### config.mk
export PLATFORM = sky130hd
export DESIGN_NAME = idx_cpu_core
export DESIGN_NICKNAME = d
export VERILOG_FILES = /design/src/rtl/idx_cpu_pkg.sv /design/src/rtl/idx_cpu_alu.sv /design/src/rtl/idx_cpu_agu.sv /design/src/rtl/idx_cpu_strobes.sv /design/src/rtl/idx_cpu_core.sv
export SDC_FILE = /design/constraint.sdc
export NUM_CORES = 1
export LEC_CHECK = 0
export BUFFER_PORTS_ARGS = -buffer_cell sky130_fd_sc_hd__buf_2
export CORE_MARGIN = 2
export CORE_UTILIZATION = 58
export CTS_CLUSTER_SIZE = 10
export DETAILED_ROUTE_END_ITERATION = 8
export PLACE_DENSITY = 0.77
export SLEW_MARGIN = 20
export SYNTH_ARGS = -nofsm -noshare
export SYNTH_HDL_FRONTEND = slang
export SYNTH_HIERARCHICAL = 1
export SYNTH_SLANG_ARGS = --single-unit
### constraint.sdc
create_clock -name clk -period 2.85 [get_ports clk]
set_input_delay 0.4275 -clock clk [delete_from_list [all_inputs] [get_ports clk]]
set_output_delay 0.4275 -clock clk [all_outputs]
set_load 0.005 [all_outputs]
### src/rtl/idx_cpu_pkg.sv
package idx_cpu_pkg;

  typedef enum logic [1:0] {
    PH_FETCH = 2'd0,
    PH_ADDR  = 2'd1,
    PH_EXEC  = 2'd2
  } phase_e;

  // Encoded in opcode bits 1:0
  typedef enum logic [1:0] {
    FN_NOR   = 2'd0,
    FN_ADD   = 2'd1,
    FN_STORE = 2'd2,
    FN_JUMP  = 2'd3
  } fn_e;

  localparam int OPC_W = 3;
  localparam int NREG  = 2;   // index 0 = A, index 1 = X

endpackage

### src/rtl/idx_cpu_alu.sv
module idx_cpu_alu
  import idx_cpu_pkg::*;
#(
  parameter int DATA_W = 8
) (
  input  fn_e               fn,
  input  logic [DATA_W:0]   reg_in,
  input  logic [DATA_W-1:0] operand,
  output logic [DATA_W:0]   result
);

  always_comb begin
    unique case (fn)
      FN_NOR:  result = {reg_in[DATA_W], ~(reg_in[DATA_W-1:0] | operand)};
      FN_ADD:  result = {1'b0, reg_in[DATA_W-1:0]} + {1'b0, operand};
      default: result = reg_in;
    endcase
  end

endmodule

### src/rtl/idx_cpu_agu.sv
module idx_cpu_agu #(
  parameter int ADDR_W = 13,
  parameter int DATA_W = 8
) (
  input  logic [ADDR_W-DATA_W-1:0] hi_bits,
  input  logic [DATA_W-1:0]        lo_bits,
  input  logic [DATA_W-1:0]        index,
  input  logic                     use_index,
  output logic [ADDR_W-1:0]        addr
);

  logic [ADDR_W-1:0] base;
  logic [ADDR_W-1:0] offs;

  always_comb begin
    base = {hi_bits, lo_bits};
    offs = use_index ? ADDR_W'(index) : '0;
    addr = base + offs;
  end

endmodule

### src/rtl/idx_cpu_strobes.sv
module idx_cpu_strobes #(
  parameter int DATA_W = 8
) (
  input  logic              clk,
  input  logic              storing,
  input  logic [DATA_W-1:0] store_byte,
  output logic              oe,
  output logic              we,
  output logic [DATA_W-1:0] wdata
);

  always_comb begin
    oe    = !clk && !storing;
    we    = !clk && storing;
    wdata = storing ? store_byte : '0;
  end

endmodule

### src/rtl/idx_cpu_core.sv
module idx_cpu_core
  import idx_cpu_pkg::*;
#(
  parameter int ADDR_W = 13,
  parameter int DATA_W = 8
) (
  input  logic              clk,
  input  logic              rst_n,
  input  logic [DATA_W-1:0] mem_rdata,
  output logic [ADDR_W-1:0] mem_addr,
  output logic [DATA_W-1:0] mem_wdata,
  output logic              mem_oe,
  output logic              mem_we
);

  localparam int HI_W = ADDR_W - DATA_W;
  localparam int RW   = DATA_W + 1;
  localparam int CY   = DATA_W;      // carry bit position

  phase_e             phase;
  logic [OPC_W-1:0]   opc_q;
  logic [HI_W-1:0]    hi_q;
  logic [ADDR_W-1:0]  adr_q;
  logic [ADDR_W-1:0]  ret_q;
  logic [RW-1:0]      regs_q [NREG];
  logic [RW-1:0]      alu_res [NREG];

  fn_e                fn;
  logic               sel;
  logic               taken;
  logic               storing;
  logic [ADDR_W-1:0]  formed;

  assign fn  = fn_e'(opc_q[1:0]);
  assign sel = opc_q[2];

  // One arithmetic unit per working register
  for (genvar g = 0; g < NREG; g++) begin : g_alu
    idx_cpu_alu #(.DATA_W(DATA_W)) u_alu (
      .fn      (fn),
      .reg_in  (regs_q[g]),
      .operand (mem_rdata),
      .result  (alu_res[g])
    );
  end

  idx_cpu_agu #(.ADDR_W(ADDR_W), .DATA_W(DATA_W)) u_agu (
    .hi_bits   (hi_q),
    .lo_bits   (mem_rdata),
    .index     (regs_q[1][DATA_W-1:0]),
    .use_index (!sel),
    .addr      (formed)
  );

  // Branch condition always inspects the accumulator
  always_comb begin
    if (sel) taken = |regs_q[0][DATA_W-1:0];
    else     taken = !regs_q[0][CY];
  end

  always_ff @(posedge clk) begin
    if (!rst_n) begin
      phase <= PH_FETCH;
      opc_q <= '0;
      hi_q  <= '0;
      adr_q <= '0;
      ret_q <= '0;
    end else begin
      unique case (phase)
        PH_FETCH: begin
          opc_q <= mem_rdata[DATA_W-1 -: OPC_W];
          hi_q  <= mem_rdata[HI_W-1:0];
          ret_q <= adr_q + ADDR_W'(2);
          adr_q <= adr_q + ADDR_W'(1);
          phase <= PH_ADDR;
        end
        PH_ADDR: begin
          adr_q <= formed;
          phase <= (fn == FN_JUMP && taken) ? PH_FETCH : PH_EXEC;
        end
        PH_EXEC: begin
          adr_q <= ret_q;
          phase <= PH_FETCH;
        end
        default: phase <= PH_FETCH;
      endcase
    end
  end

  always_ff @(posedge clk) begin
    if (!rst_n) begin
      for (int i = 0; i < NREG; i++) regs_q[i] <= '0;
    end else if (phase == PH_EXEC) begin
      for (int i = 0; i < NREG; i++) begin
        if ((fn == FN_NOR || fn == FN_ADD) && int'(sel) == i)
          regs_q[i] <= alu_res[i];
      end
      // Only a jump that was not taken reaches execute
      if (fn == FN_JUMP) regs_q[0][CY] <= 1'b0;
    end
  end

  assign storing  = (phase == PH_EXEC) && (fn == FN_STORE);
  assign mem_addr = adr_q;

  idx_cpu_strobes #(.DATA_W(DATA_W)) u_strb (
    .clk        (clk),
    .storing    (storing),
    .store_byte (regs_q[sel][DATA_W-1:0]),
    .oe         (mem_oe),
    .we         (mem_we),
    .wdata      (mem_wdata)
  );

endmodule

### After elaboration in Yosys (flattened, before gate mapping)

Memories as Yosys holds them, arrays and structs flattened. A register that Yosys moved wholly into a read port is not among the register bits.
Index checks and enable logic that the tools add are counted.

* bits in registers: 36
* RAM bits: 18
* input port bits: 10
* output and inout bits: 23
* logic and storage cells: 64
* memories kept: 1

Memory list
* regs_q: depth 2, bits a word 9, read ports 3, clocked after memory_dff 1, write ports 2, RTL line idx_cpu_core.sv:25 `logic [RW-1:0] regs_q [NREG];`

* $add $sub $neg: 5
* equal/unequal tests: 5
* muxes and demuxes: 26
* bitwise operators: 8
* reduce and logical (&&, ||, !) cells: 14

Operators with widths (number)
* case mux 13 bit (3 select lines): 1
* case mux 9 bit (2 select lines): 2
* adder 8 x 8 -> 9 bit: 2
* 2-to-1 mux 9 bit: 2
* 2-to-1 mux 1 bit: 17
* 2-to-1 mux 8 bit: 2
* inverter 8 bit: 2
* bitwise OR 8 bit: 2
* adder 13 x 1 -> 13 bit, second input constant: 1
* adder 13 bit: 1
* adder 13 x 2 -> 13 bit, second input constant: 1
* OR reduction 8 bit: 1
* equality test 2 bit, second input constant: 3
* logical AND 1 bit: 6
* equality test 2 x 1 -> 1 bit, second input constant: 2
* logical NOT 2 bit: 2
* case mux 2 bit (2 select lines): 1
* logical NOT 1 bit: 3
* bitwise OR 1 bit: 3
* nonzero test 3 bit: 1
* 2-to-1 mux 2 bit: 1
* logical OR 1 bit: 1
* inverter 1 bit: 1

### Longest topological paths before layout

* depth in word-level cells: 9
* depth in mapped cells: 12
* depth with buffers taken out: 12

### Hierarchy

The synthesis kept the hierarchy.

Modules (own cells, without submodules)
* idx_cpu_core: times used 1, cells an instance 291, area each 2763.9 um2, seq. area each 1271.2 um2
* idx_cpu_alu: times used 2, cells an instance 96, area each 663.1 um2, seq. area each 0.0 um2
* idx_cpu_agu: times used 1, cells an instance 81, area each 586.8 um2, seq. area each 0.0 um2
* idx_cpu_strobes: times used 1, cells an instance 10, area each 72.6 um2, seq. area each 0.0 um2

==> metrics.txt <==
Worst Path Arrival=3.01 ns; NumNets Final=about 650; Placeable Area=a little under 8000 um2; I/O pins=33; Synth Area per Inst=8.27 um2; met3 Usage GRT=between 4 and 5%; max-slew violations=0; Sw Ratio=34.1%; P_leak=2.22 nW; cell total after placement=between 600 and 700; final core occ=65.7%; routability cong.=between 0.8 and 0.9; worst reg2reg startpoint=opc_q[2]; placed cell area=between 4000 and 5000 um2; Critical Path Fanout Max=8; P&R area growth vs syn=9.19%; CP Launch Point=opc_q[2]; Synth Net Count=624; layout cells sized above 1=around 15%; Comb power frac=27.7%; antenna violations before repair=0; Wirelength per Cell=16.7 um; Die W=between 90 and 100 um; Clock transition at path regs=0.11 ns; relative slew slack=~56%; number of global-route vias before repair=4027; Slew @ Worst Pin=around 0.66 ns; Global Route Usage Sum=roughly 27%; number of DRC violations after detailed-routing iteration 0=232; Reg2Reg Setup Slack=0.17 ns; Power Density=461 nW/um2; largest stage delay on the critical path=0.39 ns; Final Non-Filler Cells=694; RSZ-0062 raised after global routing=false; Final Hold Fails=0; CP required=3.18 ns; die height=93.8 um; post-synthesis cell count=565; Critical Path Start Type=flop; Crit Path Class=reg -> reg; HPWL Detailed=8350 um; final instance area=just over 5000 um2; min-delay src=mem_rdata[0]; met1 usage=35.5%; outcome=completed; clock skew=0.00523 ns; DR vias/cell=6.15; port bufs=32; largest net degree at the start of global routing=34; mapped cell area=4670 um2; met2 Use GR=45.1%; initial core utilization=60.1%; crit-path cells=inv_1 > buf_4 > and2_1 > ha_1 > nand2_1 > o21ai_0 > nand2_1 > a311o_1 > a221o_1 > and4_1; Most Crowded Layer GR=met2; # DRC=0; GR Overflow Total=0; Flop pwr share=40.5%; via count=4265; peak supply drop=426 uV; CTS tree=done; Finish-stage setup viols=0; Setup Buffers After CTS=0; Hold-fix buffers, CTS=0; CTS-repair resized insts=0; achievable frequency=0.373 GHz; Yosys warnings=6; slowest stage cell, crit path=a311o_1; overall power=2.35 mW; Final Cycle Share=between 90% and 100%; P_int=1.55 mW; Sw Pwr=0.803 mW; Inserted Diodes=0; num rows=32; First-pass DRT Iterations=4; Final min period=around 2.7 ns; Die Area=~9000 um2; Setup TNS=0 ns; Hold/Removal Path Class=in -> reg; Skew-Pair Late Insertion Delay=0.42 ns; # Max-Cap Violations=0; Critical Path Sink Type=flop; CP dominant cell by count=nand2_1; global-route wire length before repair=about 19000 um; clock share of power=31.8%; total length of routed wires=11600 um; Routed Antenna Nets=0
worst max-delay path, delay by kind of cell (launching register included):
| kind | cells | cell delay, ns |
|---|---|---|
| buffers and inverters | 2 | 0.23 |
| DFF | 1 | 0.35 |
| AOI/OAI and AO/OA | 3 | 1.06 |
| adders and majority gates | 1 | 0.35 |
| and+or+nand+nor | 4 | 0.60 |
registers in the layout (all words and copies together) (netlist names), named ones only:
name and cells:
regs_q 17, mem_addr 13, ret_q 13, hi_q 5, opc_q 3, phase 2
power groups by stage:
stage / clock, mW / combinational, mW / sequential (mW)
after floorplan: 0.0119 / 0.501 / 0.926
after global placement: 0.0236 / 0.619 / 0.964
after detailed placement: 0.0236 / 0.644 / 0.967
after CTS: 0.755 / 0.647 / 0.950
after global routing: 0.798 / 0.723 / 0.964
final: 0.747 / 0.653 / 0.952
final cells by class:
| type | count | area (um2) |
|---|---|---|
| well taps | 102 | 128 |
| repair buffers | 44 | 255 |
| multi-input cells | 436 | 3130 |
| inverters | 43 | 161 |
| fillers | 679 | 2670 |
| flip-flops and latches | 54 | 1240 |
| clock buffers | 12 | 138 |
| clock inverters | 3 | 47.5 |
worst paths after layout:
| path | end | cells past startpoint |
|---|---|---|
| max | mem_addr[11] | 10 |
| min | hi_q[0] | 3 |
| max reg2reg | mem_addr[11] | 10 |
| min reg2reg | ret_q[3] | 2 |
stage by stage:
stage	worst slack [ns]	hold slack, ns
2_1_floorplan	0.287	0.454
5_1_grt	0.0315	0.380
3_3_place_gp	0.186	0.474
3_5_place_dp	0.144	0.481
6_report	0.166	0.366
4_1_cts	0.208	0.349
routing by layer:
layer / routed length [um] / part of all wire, %
met3: 615 / 5.3
met1: 5100 / 44
met2: 5620 / 49
met5: 0 / 0
met4: 243 / 2.1
placed cells by master (no fill, tap or decap), types with 3 or more instances in the layout:
master and instances:
nand4_1 3, fa_1 3, a22oi_1 9, nand2_1 34
and2_2 8, a21oi_1 28, dfxtp_1 38, o21a_1 5
a31oi_1 7, o21ai_0 38, buf_4 14, clkbuf_8 9
a221o_1 4, nand2b_1 7, nor3b_1 7, xnor2_1 18
buf_2 32, and3_1 8, edfxtp_1 16, o21bai_1 4
nand3_1 13, a21o_1 9, xor2_1 3, nor3_1 6
and2_1 26, a221oi_1 4, a211oi_1 14, nor2_1 53
mux2_2 8, ha_1 46, inv_1 43, nor2b_1 4
nor4_1 4, or3_1 4, mux2i_1 20, or4_1 3
Note: power is estimated with default switching activity, not from simulation.
